<file path="config.mk">
export PLATFORM = sky130hd
export DESIGN_NAME = core_tick_timer
export DESIGN_NICKNAME = d
export VERILOG_FILES = /design/src/rtl/ctt_pkg.sv /design/src/rtl/ctt_tick_stage.sv /design/src/rtl/ctt_intv_stage.sv /design/src/rtl/ctt_regs.sv /design/src/rtl/core_tick_timer.sv
export SDC_FILE = /design/constraint.sdc
export NUM_CORES = 1
export LEC_CHECK = 0
export ABC_AREA = 1
export BUFFER_PORTS_ARGS = -buffer_cell sky130_fd_sc_hd__buf_2
export CORE_ASPECT_RATIO = 1.75
export CORE_MARGIN = 1
export CORE_UTILIZATION = 38
export DETAILED_ROUTE_END_ITERATION = 10
export GPL_TIMING_DRIVEN = 0
export PLACE_DENSITY = 0.65
export SYNTH_ARGS = -nofsm -noshare
export SYNTH_HDL_FRONTEND = slang
export SYNTH_SLANG_ARGS = --single-unit
</file>
<file path="constraint.sdc">
create_clock -name clk -period 2.1 [get_ports clk]
set_input_delay 0.105 -clock clk [delete_from_list [all_inputs] [get_ports clk]]
set_output_delay 0.105 -clock clk [all_outputs]
set_load 0.03 [all_outputs]
</file>
<file path="src/rtl/ctt_pkg.sv">
package ctt_pkg;
  localparam int DATA_W = 32;
  localparam int ADDR_W = 3;
  localparam int UPD_BIT = DATA_W - 1;

  localparam logic [ADDR_W-1:0] A_TICK_RELOAD = 3'd0;
  localparam logic [ADDR_W-1:0] A_INTV_RELOAD = 3'd1;
  localparam logic [ADDR_W-1:0] A_CONTROL     = 3'd2;
  localparam logic [ADDR_W-1:0] A_IRQ_ENABLE  = 3'd3;
  localparam logic [ADDR_W-1:0] A_IRQ_PENDING = 3'd4;
  localparam logic [ADDR_W-1:0] A_TICK_COUNT  = 3'd5;
  localparam logic [ADDR_W-1:0] A_INTV_COUNT  = 3'd6;

  localparam int B_TICK_RUN = 0;
  localparam int B_INTV_RUN = 1;
  localparam int B_PERIODIC = 2;

  typedef struct packed {
    logic periodic;
    logic intv_run;
    logic tick_run;
  } ctrl_t;
endpackage

</file>
<file path="src/rtl/ctt_tick_stage.sv">
module ctt_tick_stage #(
  parameter int TICK_W = 32
) (
  input  logic              clk,
  input  logic              rst_n,
  input  logic              run,
  input  logic              load,
  input  logic [TICK_W-1:0] reload_val,
  output logic              tick,
  output logic [TICK_W-1:0] count
);
  localparam logic [TICK_W-1:0] ONE = TICK_W'(1);

  assign tick = run && (count <= ONE);

  always_ff @(posedge clk or negedge rst_n) begin
    if (!rst_n)      count <= '0;
    else if (load)   count <= reload_val;
    else if (tick)   count <= reload_val;
    else if (run)    count <= count - ONE;
  end

  a_r1_tick_reload: assert property (@(posedge clk) disable iff (!rst_n)
    (tick && !load) |=> (count == $past(reload_val)));

  a_r6_tick_frozen: assert property (@(posedge clk) disable iff (!rst_n)
    (!run && !load) |=> $stable(count));
endmodule

</file>
<file path="src/rtl/ctt_intv_stage.sv">
module ctt_intv_stage #(
  parameter int CNT_W = 31
) (
  input  logic             clk,
  input  logic             rst_n,
  input  logic             run,
  input  logic             step,
  input  logic             load,
  input  logic             upd,
  input  logic [CNT_W-1:0] upd_val,
  input  logic [CNT_W-1:0] reload_val,
  output logic             fire,
  output logic [CNT_W-1:0] count
);
  localparam logic [CNT_W-1:0] ONE = CNT_W'(1);

  assign fire = run && step && (count <= ONE);

  always_ff @(posedge clk or negedge rst_n) begin
    if (!rst_n)            count <= '0;
    else if (upd)          count <= upd_val;
    else if (load)         count <= reload_val;
    else if (fire)         count <= reload_val;
    else if (run && step)  count <= count - ONE;
  end

  a_r3_update_copies: assert property (@(posedge clk) disable iff (!rst_n)
    upd |=> (count == $past(upd_val)));

  a_r6_intv_frozen: assert property (@(posedge clk) disable iff (!rst_n)
    (!run && !upd && !load) |=> $stable(count));
endmodule

</file>
<file path="src/rtl/ctt_regs.sv">
module ctt_regs
  import ctt_pkg::*;
#(
  parameter int TICK_W = 32,
  parameter int CNT_W  = 31
) (
  input  logic              clk,
  input  logic              rst_n,
  input  logic              wr,
  input  logic [ADDR_W-1:0] addr,
  input  logic [DATA_W-1:0] wdata,
  input  logic              fire,
  input  logic [TICK_W-1:0] tick_cnt,
  input  logic [CNT_W-1:0]  intv_cnt,
  output logic [DATA_W-1:0] rdata,
  output logic [TICK_W-1:0] tick_reload,
  output logic [CNT_W-1:0]  intv_reload,
  output ctrl_t             ctrl,
  output logic              tick_load,
  output logic              intv_load,
  output logic              upd_load,
  output logic [CNT_W-1:0]  upd_val,
  output logic              irq
);
  logic irq_en;
  logic pending;
  logic wr_ctrl;
  logic wr_pend;

  assign wr_ctrl   = wr && (addr == A_CONTROL);
  assign wr_pend   = wr && (addr == A_IRQ_PENDING);
  assign tick_load = wr_ctrl && wdata[B_TICK_RUN] && !ctrl.tick_run;
  assign intv_load = wr_ctrl && wdata[B_INTV_RUN] && !ctrl.intv_run;
  assign upd_load  = wr && (addr == A_INTV_RELOAD) && wdata[UPD_BIT];
  assign upd_val   = wdata[CNT_W-1:0];
  assign irq       = pending && irq_en;

  always_ff @(posedge clk or negedge rst_n) begin
    if (!rst_n) begin
      tick_reload <= '0;
      intv_reload <= '0;
      irq_en      <= 1'b0;
    end else if (wr) begin
      if (addr == A_TICK_RELOAD) tick_reload <= wdata[TICK_W-1:0];
      if (addr == A_INTV_RELOAD) intv_reload <= wdata[CNT_W-1:0];
      if (addr == A_IRQ_ENABLE)  irq_en      <= wdata[0];
    end
  end

  always_ff @(posedge clk or negedge rst_n) begin
    if (!rst_n) begin
      ctrl <= '0;
    end else if (wr_ctrl) begin
      ctrl.tick_run <= wdata[B_TICK_RUN];
      ctrl.intv_run <= wdata[B_INTV_RUN];
      ctrl.periodic <= wdata[B_PERIODIC];
    end else if (fire && !ctrl.periodic) begin
      ctrl.tick_run <= 1'b0;
      ctrl.intv_run <= 1'b0;
    end
  end

  always_ff @(posedge clk or negedge rst_n) begin
    if (!rst_n)                   pending <= 1'b0;
    else if (fire)                pending <= 1'b1;
    else if (wr_pend && wdata[0]) pending <= 1'b0;
  end

  always_comb begin
    case (addr)
      A_TICK_RELOAD: rdata = DATA_W'(tick_reload);
      A_INTV_RELOAD: rdata = DATA_W'(intv_reload);
      A_CONTROL:     rdata = DATA_W'(ctrl);
      A_IRQ_ENABLE:  rdata = DATA_W'(irq_en);
      A_IRQ_PENDING: rdata = DATA_W'(pending);
      A_TICK_COUNT:  rdata = DATA_W'(tick_cnt);
      A_INTV_COUNT:  rdata = DATA_W'(intv_cnt);
      default:       rdata = '0;
    endcase
  end

  a_r4_fire_sets_pending: assert property (@(posedge clk) disable iff (!rst_n)
    fire |=> pending);

  a_r5_oneshot_stops: assert property (@(posedge clk) disable iff (!rst_n)
    (fire && !ctrl.periodic && !wr_ctrl) |=> (!ctrl.tick_run && !ctrl.intv_run));

  a_r7_write_one_clears: assert property (@(posedge clk) disable iff (!rst_n)
    (wr_pend && wdata[0] && !fire) |=> !pending);
endmodule

</file>
<file path="src/rtl/core_tick_timer.sv">
module core_tick_timer
  import ctt_pkg::*;
#(
  parameter int TICK_W = 32,
  parameter int CNT_W  = 31
) (
  input  logic              clk,
  input  logic              rst_n,
  input  logic              reg_wr,
  input  logic [ADDR_W-1:0] reg_addr,
  input  logic [DATA_W-1:0] reg_wdata,
  output logic [DATA_W-1:0] reg_rdata,
  output logic              irq
);
  logic [TICK_W-1:0] tick_reload;
  logic [TICK_W-1:0] tick_cnt;
  logic [CNT_W-1:0]  intv_reload;
  logic [CNT_W-1:0]  intv_cnt;
  logic [CNT_W-1:0]  upd_val;
  ctrl_t             ctrl;
  logic              tick_load;
  logic              intv_load;
  logic              upd_load;
  logic              tick;
  logic              fire;

  ctt_regs #(.TICK_W(TICK_W), .CNT_W(CNT_W)) u_regs (
    .clk         (clk),
    .rst_n       (rst_n),
    .wr          (reg_wr),
    .addr        (reg_addr),
    .wdata       (reg_wdata),
    .fire        (fire),
    .tick_cnt    (tick_cnt),
    .intv_cnt    (intv_cnt),
    .rdata       (reg_rdata),
    .tick_reload (tick_reload),
    .intv_reload (intv_reload),
    .ctrl        (ctrl),
    .tick_load   (tick_load),
    .intv_load   (intv_load),
    .upd_load    (upd_load),
    .upd_val     (upd_val),
    .irq         (irq)
  );

  ctt_tick_stage #(.TICK_W(TICK_W)) u_tick (
    .clk        (clk),
    .rst_n      (rst_n),
    .run        (ctrl.tick_run),
    .load       (tick_load),
    .reload_val (tick_reload),
    .tick       (tick),
    .count      (tick_cnt)
  );

  ctt_intv_stage #(.CNT_W(CNT_W)) u_intv (
    .clk        (clk),
    .rst_n      (rst_n),
    .run        (ctrl.intv_run),
    .step       (tick),
    .load       (intv_load),
    .upd        (upd_load),
    .upd_val    (upd_val),
    .reload_val (intv_reload),
    .fire       (fire),
    .count      (intv_cnt)
  );
endmodule

</file>
==> results of run 1 <==
Yosys cell counts, drive strengths merged:
| library cell | number | area share, % |
|---|---|---|
| a21oi | 52 | 3.8 |
| a221o | 27 | 3.2 |
| a31oi | 3 | 0.22 |
| and2 | 2 | 0.15 |
| buf | 24 | 1.7 |
| clkbuf | 33 | 1.5 |
| dfrtp | 131 | 39 |
| ha | 4 | 0.60 |
| inv | 140 | 6.3 |
| mux2 | 2 | 0.27 |
| nand2 | 291 | 13 |
| nand3 | 105 | 6.4 |
| nand3b | 2 | 0.18 |
| nand4 | 13 | 1.0 |
| nor2 | 133 | 6.7 |
| nor3 | 7 | 0.48 |
| o2111ai | 2 | 0.21 |
| o211ai | 20 | 1.8 |
| o21ai | 108 | 6.5 |
| o221ai | 1 | 0.10 |
| o22ai | 37 | 2.8 |
| o31ai | 1 | 0.090 |
| or2 | 1 | 0.075 |
| xor2 | 35 | 3.7 |
metal layers:
layer	global-route usage [%]	vias up	routed length, µm
met2	53.2	409	17200
met1	31.0	4188	11600
met4	24.8	0	2790
li1	-	4156	-
met5	0	-	0
met3	3.73	146	1650
worst max-delay path, cell delays in order (launching register included):
cell     delay [ns]
dfrtp_1        0.42
nor2_4         0.15
nand2_2        0.08
nor2_4         0.18
nand4_4        0.14
nor2_4         0.22
nand3_4        0.22
nand2_8        0.19
buf_8          0.17
nand2_1        0.07
nand3_1        0.08
a21oi_2        0.07
power groups by stage:
stage                     Sequential [W]  Clock [W]  Combinational, W
final                            0.00406    0.00325           0.00515
after global routing             0.00414    0.00339           0.00562
after floorplan                  0.00375          0           0.00306
after detailed placement         0.00396          0           0.00422
after CTS                        0.00395    0.00328           0.00459
after global placement           0.00396          0           0.00416
cell families after synthesis:
| kind of cell | Yosys count |
|---|---|
| buffers and inverters | 197 |
| adders and majority gates | 4 |
| and+or+nand+nor | 554 |
| muxes | 2 |
| AOI/OAI and AO/OA | 251 |
| xor gates and xnor gates | 35 |
| DFF | 131 |
layout make-up:
type | instances | area, µm² | area share, %
buffer | 57 | 325 | 3.07
clock buffer | 20 | 457 | 4.30
clock inverter | 12 | 180 | 1.70
inverter | 140 | 531 | 5.00
multi-input combinational | 846 | 4750 | 44.7
sequential | 131 | 3290 | 31.0
tap | 292 | 365 | 3.44
timing repair buffer | 107 | 722 | 6.80
per-stage QoR:
stage	setup slack, ns	cells	util (%)
final	-0.0311	1605	49.2
after floorplan	0.176	1174	-
after detailed placement	-0.465	1537	42.3
after global placement	-0.988	1536	42.1
after global routing	-0.0964	1605	49.2
after CTS	0.00298	1587	46.9
placed cells by master (no fill, tap or decap), drive strengths merged, types with 3 or more instances in the layout:
master       synthesis  layout
nand2              291     291
inv                140     140
nor2               133     133
dfrtp              131     131
buf                 24     117
o21ai              108     108
nand3              105     105
clkbuf              33      54
a21oi               52      52
o22ai               37      37
xor2                35      35
a221o               27      27
o211ai              20      20
dlygate4sd3          0      13
nand4               13      13
nor3                 7       7
clkinv               0       6
bufinv               0       4
ha                   4       4
a31oi                3       3
flip-flops by register name, indices dropped and copies added, names as in the netlist:
signal,cells
u_regs.ctrl,3
u_regs.tick_reload,32
u_intv.count,31
u_regs.pending,1
u_regs.irq_en,1
u_regs.intv_reload,31
u_tick.count,32
what timing repair did:
item                                   4_1_cts  5_1_grt
endpoints found under the hold margin       75        0
setup endpoints to repair                   66       61
hold buffers                                13        0
pin swaps                                    4       28
buffers inserted                             5       16
cloned                                       0        2
resized for setup                           56      108
path summary, 6_finish.rpt:
check,startpoint,end,cells past startpoint
setup reg to reg,u_tick.count[25],u_intv.count[5],11
min in group asynchronous,rst_n,u_regs.pending,2
setup / recovery,u_tick.count[25],u_intv.count[5],11
hold / removal,reg_wdata[14],u_regs.tick_reload[14],3
max in group asynchronous,rst_n,u_regs.intv_reload[28],3
hold reg to reg,u_regs.tick_reload[31],u_regs.tick_reload[31],2
==> results.md, run 1 <==
- The class of the tightest hold or removal check is input port to flop.
- The checks that failed: setup timing.
- TritonCTS built the clock tree.
- The placed standard-cell area is 9120 µm².
- The worst setup path is of the flop to flop kind.
- The post-synthesis cell type count is 37.
- Setup repair after global routing could not meet its margin everywhere.
- The cell count after synthesis came out at approximately 1,200.
- The sequential share of power is 32.6%.
- The internal power of the cells totals between 0.007 and 0.008 W.
- The die span in x is 114 µm.
- The flow ran to the end, but the final reports show violations.
- The antenna cell count is 0.
- The net count of the finished layout is 1,342.
- The weighted congestion reported at the end of routability-driven placement is 0.975.
- The total power per unit cell area is 1170 nW/µm².
- The overall power is 0.0125 W.
- The number of rows created at floorplan is 71.
- The fraction of synthesized area in multiplexers is 0.269%.
- The initial cell density of the core is 38.8%.
- The count of pins on the block boundary is 71.
- In this run the deepest clock path goes through 2 buffers.
- The smallest setup slack after layout is -0.0311 ns.
- The signal arrival time at the worst endpoint is 2.44 ns.
- The count of endpoints failing setup in the final report is 5.
- Compared with the post-synthesis result, the final layout area differs by 26.8%.
- In this run the cell area of the synthesized design comes to 8370 µm².
- Final hold analysis gives a worst-case slack of 0.00568 ns.
- The worst setup path is captured at a flop.
- STA classifies the critical path startpoint as a flop.
- Clock-pin slew was measured on the worst setup and hold paths at 0.06 ns.
- The area of the die is between 20,000 and 25,000 µm².
- The number of global-route vias before repair was 8,707.
- The pre-antenna-repair detailed-routing pass consisted of 8 iterations.
- The finished cells cover between 10,000 and 15,000 µm².
- The per-cell via count in the routed design is about 5.5.
- The number of nets handed over by synthesis was 1,216.
- The number of clock sinks is 131.
- Entering global routing, the biggest net connects 75 pins.
- At the worst endpoint, the required time is approximately 2.4 ns.
- The worst path in the final design needs a cycle of 2.13 ns, including I/O delays and setup.
- At the pin with the least slew margin, the transition time is 0.813 ns.
- The adder and majority cell fraction of the synthesized area is 0.598%.
- The clock network burns 26.1% of the power.
- At the later pin of the worst-skew pair, clock insertion delay measures 0.44 ns.
- The routed length per placed instance is 20.7 µm.
- Across the routed clock network, the largest skew measured is between 0.009 and 0.01 ns.
- For this run, the number of Yosys warnings is 0.
- The relative slew slack is 45.8%.
- For this block, the initial DRC count from the detailed router was 783.
- In this run the remaining antenna-violating nets after routing total 0.
- The simple logic cell fraction of the synthesized area is 28.2%.
- The floorplan die height is 198 µm.
- The initial antenna violation count is 0.
- The final wirelength is 33.3 mm.
- The sequential cell area fraction in the yosys report is 39.2%.
- The DRC violation count after routing is 0.
- The fmax is around 470 MHz.
- Summing the areas of all compound-gate instances in the mapped netlist gives 18.7% of the synthesized area.
- Setup slack on the worst reg-to-reg path comes out at -0.03 ns.
- The number of pins exceeding their max-slew limit in the final report was 0.
- The highest fanout seen on the critical path is 7.
- The wire length of the first global-routing pass is 49.2 mm.
- The core region is 21,600 µm².
- TritonCTS created 17 clock buffers.
- Across the run, the number of max-cap violations was 0.
- The xor/xnor cell area share of the yosys netlist is 3.66%.
- The cell leakage power is 5.14 nW.
- VDD sags by at most 600 µV.
- Averaged over all synthesized cells, the footprint is 7.13 µm².
- The net switching fraction of the power is between 40% and 50%.
- The net switching power is 0.00536 W.
- The number of levels the H-tree was split into is 4.
- By area, the combinational part of the netlist is dominated by simple AND/OR/NAND/NOR gates.
- The relative contribution of combinational cells to total power is 41.4%.
- Summed over all layers, the global routing overflow is 0.
- Cells with a size suffix above 1 make up 23.2% of the layout.
- The number of hold-slack violations in the final timing report is 0.
- The post-synthesis sequential element count is 131.
- The count of input and output buffers is 70.
- The filler cells instantiated in the layout total 2,098.
- Once detailed placement completed, the half-perimeter wirelength came to roughly 26 mm.
- In this run the clock root is driven by a clkbuf_16.
- The detailed router placed 8,899 vias in this run.
- Across every metal layer, demand over resource in global routing totals 29.9%.
- The share of the clock period used by the worst path after layout is 101%.
- Summed over all failing endpoints, the final setup total negative slack is -0.0957 ns.
Power figures use the tool's default switching activity.
==> run 2, diff against run 1 <==
--- a/config.mk
+++ b/config.mk
@@ -7,12 +7,15 @@
 export LEC_CHECK = 0
 export ABC_AREA = 1
 export BUFFER_PORTS_ARGS = -buffer_cell sky130_fd_sc_hd__buf_2
+export CELL_PAD_IN_SITES_DETAIL_PLACEMENT = 0
+export CELL_PAD_IN_SITES_GLOBAL_PLACEMENT = 1
 export CORE_ASPECT_RATIO = 1.75
 export CORE_MARGIN = 1
-export CORE_UTILIZATION = 38
+export CORE_UTILIZATION = 44
 export DETAILED_ROUTE_END_ITERATION = 10
 export GPL_TIMING_DRIVEN = 0
-export PLACE_DENSITY = 0.65
+export PLACE_DENSITY = 0.92
 export SYNTH_ARGS = -nofsm -noshare
 export SYNTH_HDL_FRONTEND = slang
+export SYNTH_HIERARCHICAL = 1
 export SYNTH_SLANG_ARGS = --single-unit
==> results.md, run 2 <==
- The hold path endpoint is u_regs/intv_reload[1].
- In this run the most critical hold path is launched from reg_wdata[1].
- The total power per unit cell area is 1270 nW/µm².
- The share of the clock period used by the worst path after layout is 98.5%.
- The fmax is 484 MHz.
- The relative slew slack is 56.0%.
- In the final timing run, aggregate negative setup slack is 0 ns.
- The final critical delay including setup and external delays is 2.07 ns.
- The number of buffer and inverter instances along the worst setup path is 3.
- The reported max-cap violation count is 0.
- The post-route netlist has 23.2% of its cells at a drive strength greater than 1.
- The number of pins exceeding their max-slew limit in the final report is 0.
- For this run, design rule violations remaining after detail routing come to 0.
- The top cell type by area accounts for 34.5% of the synthesized area.
- For the worst setup path, the data arrival time is ~2.4 ns.
- For this run, the post-layout net count is approximately 1,700.
- The start-to-end type of the worst setup path is flop to flop.
- The nature of the critical path endpoint is a flop.
- 0 antenna diodes ended up in the layout.
- The number of rows created at floorplan is 70.
- Summing over every cut layer, the via total after detailed routing is 10,500.
- The highest metal layer with signal wires is met4.
- Pin placement for this block handled 71 I/O pins.
- The initial antenna violation count came to 0.
- The congestion estimate from routability-driven global placement came to 1.04.
- After detailed routing, the average wire length per cell comes to 18.9 µm.
- After routing the design area is 11,900 µm².
- The class of the tightest hold or removal check is input port to flop.
- The largest individual stage delay along the critical path comes from the cell dfrtp_2.
- The source-to-sink clock delay at the later pin of the worst-skew pair is 0.43 ns.
- During placement, the flow inserted port buffers numbering 69.
- Among all flip-flop cells after synthesis, the most frequent one is dfrtp_1.
- The wire length of the first global-routing pass is 55.7 mm.
- The number of cells on the worst reg-to-reg path is 14.
- The dominant cell type by area after synthesis is dfrtp_1.
- The die covers approximately 22,000 µm².
- The endpoint identified for the worst register-to-register timing path is u_intv/count[21].
- The placed standard-cell area is just over 10,000 µm².
- The sequential cell area fraction in the yosys report is 34.5%.
- The commonest non-fill, non-tap cell in the layout is nand2_1.
- VDD sags by at most approximately 590 µV.
- The number of global-route vias before repair is approximately 10,000.
- The number of flops mapped to enable cells by yosys is 0.
- For this run, the slowest stage of the critical path takes around 0.48 ns.
- The root buffer cell chosen for the clock tree is clkbuf_16.
- The total congestion overflow is 0.
- The amount of wire on met2 after detailed routing is approximately 19 mm.
- From bottom edge to top edge, the die measures 196 µm.
- The post-route clock skew is 0.00859 ns.
- The post-synthesis sequential element count is 131.
- The launching element type of the critical path is a flop.
- After detailed routing, the wire length on met1 is roughly 13 mm.
- TritonCTS built the clock tree.
- For this design, the sink count on the clock tree is between 100 and 150.
- The number of buffers on the longest clock path is 2.
- After clock tree synthesis, the clock-pin slew on the worst setup and hold paths is around 0.060 ns.
- In this run the static leakage power is 6.32 nW.
- In the synthesized netlist, the cells that appear most often are 499 x nand2_1, 183 x nor2_1, 182 x nand3_1.
- Walking the worst path, the cells encountered are inv_1 -> nand2_1 -> nor2_2 -> nand2_2 -> nor2_4 -> nand2_1 -> nand2_2 -> nand2_4 -> buf_4 -> buf_4 -> nand3_1 -> nand3_1 -> nand2_1 -> nand2_1.
- Buffers inserted during clock tree synthesis total 17.
- From synthesis to final layout, the design area changed by 25.2%.
- In this run the register-to-register setup slack is 0.03 ns.
- The gate count after technology mapping is around 1,500.
- The first TritonRoute pass finished after 6 iterations.
- The area of the placeable core is approximately 21,000 µm².
- Dividing the synthesized area by the synthesized cell count gives 6.43 µm².
- The detailed router's first-iteration violation count is 807.
- The die span in x is 113 µm.
- After synthesis, the cell types taking the most area are dfrtp_1 35%, nand2_1 20%, nand3_1 9.6%.
- The number of hold-slack violations in the final timing report is 0.
- For this run, asynchronously set or reset flops after synthesis account for 100%.
- The count of synthesis-stage warnings from yosys is 6.
- Summed over all nets, wire length on met3 after detailed routing comes to 1.41 mm.
- The layout filler cell count is 2,102.
- The most common cell type on the critical path is nand2_1.
- The HPWL after detailed placement is 27.9 mm.
- The post-synthesis cell type count is 33.
- Synthesis produced a netlist with a net count of ~1,500.
- The transition time at the pin with the least slew margin is 0.661 ns.
- The global-route usage over all layers is 33.2%.
- At the worst endpoint, the required time is roughly 2.4 ns.
- The most frequent cell after synthesis is nand2_1.
- The count of endpoints failing setup in the final report is 0.
- The family with the most delay on the worst path is simple AND/OR/NAND/NOR gates.
- Entering global routing, the biggest net connects between 90 and 100 pins.
- The post-synthesis instance area is around 9500 µm².
- Leaving out fill and tap cells, the most frequent cells in the layout are 487 x nand2_1, 178 x nand3_1, 152 x nor2_1, 131 x inv_1, 106 x buf_2.
- After detailed routing, the total wire length is 36.2 mm.
- In the final layout, the registers with the most flip-flops are u_regs/tick_reload x32, u_tick/count x32.
- In this run the critical register-to-register path is launched from u_intv/count[10].
- The flow ran to the end, and the final reports show no timing, DRC or antenna violations.
- The H-tree generated during clock tree synthesis spans 4 levels.
- Setup repair after global routing could not meet its margin everywhere.
- The highest fanout seen on the critical path is 10.
- The depth of the worst hold-timing path is 3.
- The initial cell density of the core is a little under half.
- The per-cell via count in the routed design is ~5.5.
- The count of antenna-violating nets left after detailed routing is 0.
run 2: worst max-delay path by stage:
stage / start / endpoint / slack, ns / cells past startpoint
2_1_floorplan: u_tick/count[0] / u_regs/ctrl[0] / 0.004 / 15
3_3_place_gp: rst_n / u_regs/intv_reload[27] / -0.97 / 1
3_5_place_dp: u_tick/count[0] / u_regs/ctrl[1] / -0.40 / 15
4_1_cts: u_tick/count[2] / u_regs/ctrl[1] / 0.002 / 14
5_1_grt: u_tick/count[1] / u_intv/count[20] / -0.07 / 15
6_report: u_intv/count[10] / u_intv/count[21] / 0.03 / 14
run 2: per-stage QoR:
stage	utilization [%]	std cells	power (W)	setup slack [ns]	hold slack, ns
after floorplan	-	1477	0.00840	0.00422	-0.191
after global placement	48.3	1798	0.0103	-0.969	0.390
after detailed placement	48.5	1799	0.0104	-0.400	0.0528
after CTS	54.6	1886	0.0142	0.00152	0.0257
after global routing	56.6	1915	0.0160	-0.0745	0.0464
final	56.6	1915	0.0151	0.0321	0.0512
run 2: cell type report:
cell class	instances	area [µm²]	share of cell area, %
sequential	131	3340	28.1
buffer	104	671	5.64
clock inverter	9	129	1.08
multi-input combinational	1099	5310	44.7
clock buffer	22	474	3.99
inverter	143	542	4.56
tap	252	315	2.65
timing repair buffer	155	1110	9.34
run 2: routing by layer:
| metal | track usage (%) | vias up |
|---|---|---|
| met5 | 0 | - |
| met4 | 27.3 | 0 |
| met3 | 3.44 | 160 |
| met2 | 60.6 | 422 |
| met1 | 33.8 | 4830 |
| li1 | - | 5040 |
run 2: what timing repair did:
item / CTS / global route
cloned: 0 / 2
setup buffers: 26 / 27
pin swaps: 11 / 14
resized for setup: 72 / 73
hold buffers: 30 / 0
endpoints found under the hold margin: 92 / 0
endpoints found under the setup margin: 34 / 41
run 2: kinds of logic after synthesis:
family	Yosys count	share of synthesized area [%]
fa+ha+maj	4	0.527
simple gates	981	44.9
buf+inv	247	12.5
xor+xnor	32	2.95
flops	131	34.5
compound gates	82	4.62
run 2: worst reg2reg max path: stages (launching register included):
cell and delay (ns):
dfrtp_2 0.48, inv_1 0.12, nand2_1 0.07, nor2_2 0.15, nand2_2 0.09, nor2_4 0.15
nand2_1 0.08, nand2_2 0.09, nand2_4 0.07, buf_4 0.14, buf_4 0.16, nand3_1 0.10
nand3_1 0.10, nand2_1 0.10, nand2_1 0.06
run 2: where the power goes:
part	internal, W	switching, W
logic	0.00279	0.00465
registers	0.00335	0.00119
clock network	0.00195	0.00113
==> run 3, diff against run 2 <==
--- a/config.mk
+++ b/config.mk
@@ -7,14 +7,12 @@
 export LEC_CHECK = 0
 export ABC_AREA = 1
 export BUFFER_PORTS_ARGS = -buffer_cell sky130_fd_sc_hd__buf_2
-export CELL_PAD_IN_SITES_DETAIL_PLACEMENT = 0
-export CELL_PAD_IN_SITES_GLOBAL_PLACEMENT = 1
 export CORE_ASPECT_RATIO = 1.75
 export CORE_MARGIN = 1
-export CORE_UTILIZATION = 44
+export CORE_UTILIZATION = 50
 export DETAILED_ROUTE_END_ITERATION = 10
 export GPL_TIMING_DRIVEN = 0
-export PLACE_DENSITY = 0.92
+export PLACE_DENSITY = 0.78
 export SYNTH_ARGS = -nofsm -noshare
 export SYNTH_HDL_FRONTEND = slang
 export SYNTH_HIERARCHICAL = 1
==> results.md, run 3 (same netlist as run 2, synthesis figures left out) <==
- The post-route cell area is 11,800 µm².
- The number of buffers on the longest clock path is 2.
- The routed design has approximately 36 mm of wire.
- Summed over all nets, wire length on met2 after detailed routing comes to 18.0 mm.
- The number of pins exceeding their max-slew limit in the final report is 0.
- The total power per unit cell area is 1240 nW/µm².
- The share of the clock period used by the worst path after layout is just under 100%.
- The launching element type of the critical path is a flop.
- The initial antenna violation count is 0.
- The overall power is about 0.015 W.
- The area of the placeable core is 18,600 µm².
- The floorplan step defined a die boundary enclosing 19,600 µm².
- After detailed placement, the total cell area comes to just over 10,000 µm².
- The CTS tree is built.
- The number of global-route vias before repair is approximately 11,000.
- Leaving out fill and tap cells, the most frequent cell in the layout is nand2_1.
- For this run, the share of the core covered by cells in the final layout is between 60% and 70%.
- At the later pin of the worst-skew pair, clock insertion delay measures roughly 0.43 ns.
- The routed length per placed instance is 19.0 µm.
- The cell leakage power is ~6.3 nW.
- The fmax is 480 MHz.
- The filler cells instantiated in the layout total 1,682.
- In the layout the commonest cells are 476 x nand2_1, 162 x nand3_1, 158 x nor2_1, 130 x inv_1, 107 x buf_2.
- In the final layout, the registers with the most flip-flops are u_regs/tick_reload x32, u_tick/count x32.
- The first TritonRoute pass finished after 6 iterations.
- The fraction of layout instances using a drive strength above 1 is between 20% and 30%.
- The signal arrival time at the worst endpoint is 2.39 ns.
- The number of levels the H-tree was split into is 4.
- Entering global routing, the biggest net connects 86 pins.
- The wire length of the first global-routing pass is around 55 mm.
- From left edge to right edge, the die measures 106 µm.
- For this design, the sink count on the clock tree is 131.
- The highest fanout seen on the critical path is 4.
- The required time of the critical path is 2.41 ns.
- The detailed router finished its first iteration with 1,039 violations.
- From bottom edge to top edge, the die measures 184 µm.
- Setup repair after global routing could not meet its margin everywhere.
- The post-route clock skew is 0.0129 ns.
- Max-cap violations in this run came to 0.
- At the pin with the least slew margin, the transition time is 0.643 ns.
- The final critical delay including setup and external delays is between 2 and 2.5 ns.
- STA classifies the critical path endpoint as a flop.
- The detail route stage leaves a number of antenna-violating nets equal to 0.
- The final route contains 10,800 vias.
- The weighted congestion reported at the end of routability-driven placement is 1.04.
- The floorplan has between 60 and 70 rows.
- Summed over all nets, the half-perimeter wirelength after detailed placement is 26.5 mm.
- Dividing the detail-routed via count by the number of cells gives 5.73.
- The detailed router used layers up to and including met4.
- The relative slew slack is 57.1%.
- The start-to-end type of the worst setup path is flop to flop.
- The number of nets in the layout is 1,676.
- The DRC violation count after routing is 0.
- The largest vdd supply drop is about 570 µV.
- The post-route setup TNS is 0 ns.
- Clock-pin slew was measured on the worst setup and hold paths at 0.07 ns.
- The signed area change from the synthesized netlist to the final layout is 24.2%.
- The number of clock buffers added by TritonCTS is 17.
- The number of hold-slack violations in the final timing report is 0.
- The class of the tightest hold or removal check is input port to flop.
- The initial cell density of the core is 51.1%.
- The clock root buffer is clkbuf_16.
- Pin placement for this block handled ~70 I/O pins.
- The flow ran to the end, and the final reports show no timing, DRC or antenna violations.
- The count of input and output buffers is 69.
- Global routing consumed, over all layers together, 37.1% of the routing resources.
- The amount of wire on met3 after detailed routing is roughly 2.4 mm.
- The routed metal-1 wirelength is between 10 and 15 mm.
- Setup violations remaining at the end of the flow were counted as 0.
- The total congestion overflow is 0.
- The antenna cell count is 0.
[run 3: cell types whose count changed in the layout (fill, tap and decap cells not counted), sizes merged]
cell	change
buf	-16
inv	+11
clkbuf	-5
clkinv	-4
bufinv	-3
clkinvlp	+2
dlygate4sd3	-1
[run 3: routing by layer]
layer	track usage, %	vias up
met4	31.4	0
met5	0	-
met1	38.4	4898
met2	66.0	689
met3	4.53	214
li1	-	4996
[run 3: final timing paths]
kind                                           to  slack (ns)  cells past startpoint             from
max                                u_regs/ctrl[1]        0.02                     15  u_tick/count[0]
min                        u_regs/tick_reload[31]        0.03                      3    reg_wdata[31]
max reg2reg                        u_regs/ctrl[1]        0.02                     15  u_tick/count[0]
min reg2reg                         u_regs/irq_en        0.52                      2    u_regs/irq_en
max in group asynchronous         u_tick/count[6]        1.10                      3            rst_n
min in group asynchronous        u_tick/count[27]        0.18                      2            rst_n
[run 3: layout make-up]
class,count,area (µm²),share of cell area (%)
Clock buffer,17,425,3.61
Inverter,143,542,4.59
Sequential cell,131,3310,28.1
Clock inverter,15,136,1.16
Multi-Input combinational cell,1099,5390,45.7
Timing Repair Buffer,138,1010,8.58
Tap cell,238,298,2.52
Buffer,104,686,5.81
[run 3: worst max-delay path, cell delays in order, from the launching register on]
cell,delay [ns]
dfrtp_1,0.42
inv_2,0.10
ha_4,0.16
nor2_2,0.05
nor2_2,0.10
nand3_2,0.13
nor2_4,0.15
nand2_2,0.09
inv_2,0.07
nand2_4,0.07
buf_8,0.13
inv_4,0.04
inv_2,0.03
or2_4,0.26
nand3_2,0.10
o21ai_2,0.07
[run 3: what timing repair did]
| item | 4_1_cts | 5_1_grt |
|---|---|---|
| buffers inserted | 28 | 9 |
| pin swaps | 14 | 22 |
| endpoints found under the setup margin | 33 | 37 |
| hold buffers | 29 | 0 |
| resized for setup | 56 | 93 |
| gates cloned | 0 | 2 |
| hold endpoints to repair | 97 | 0 |
[run 3: report_power, final]
group / total, W / internal, W / switching, W
clock: 0.00289 / 0.00157 / 0.00132
sequential: 0.00448 / 0.00331 / 0.00117
combinational: 0.00724 / 0.00263 / 0.00461
[run 3: metrics by stage]
stage          hold WS (ns)  worst slack, ns  std cells
6_report             0.0280           0.0172       1885
5_1_grt              0.0227          -0.0587       1885
4_1_cts             0.00593          0.00349       1874
3_5_place_dp         0.0689           -0.382       1785
3_3_place_gp          0.388           -0.921       1784
2_1_floorplan        -0.191          0.00422       1477
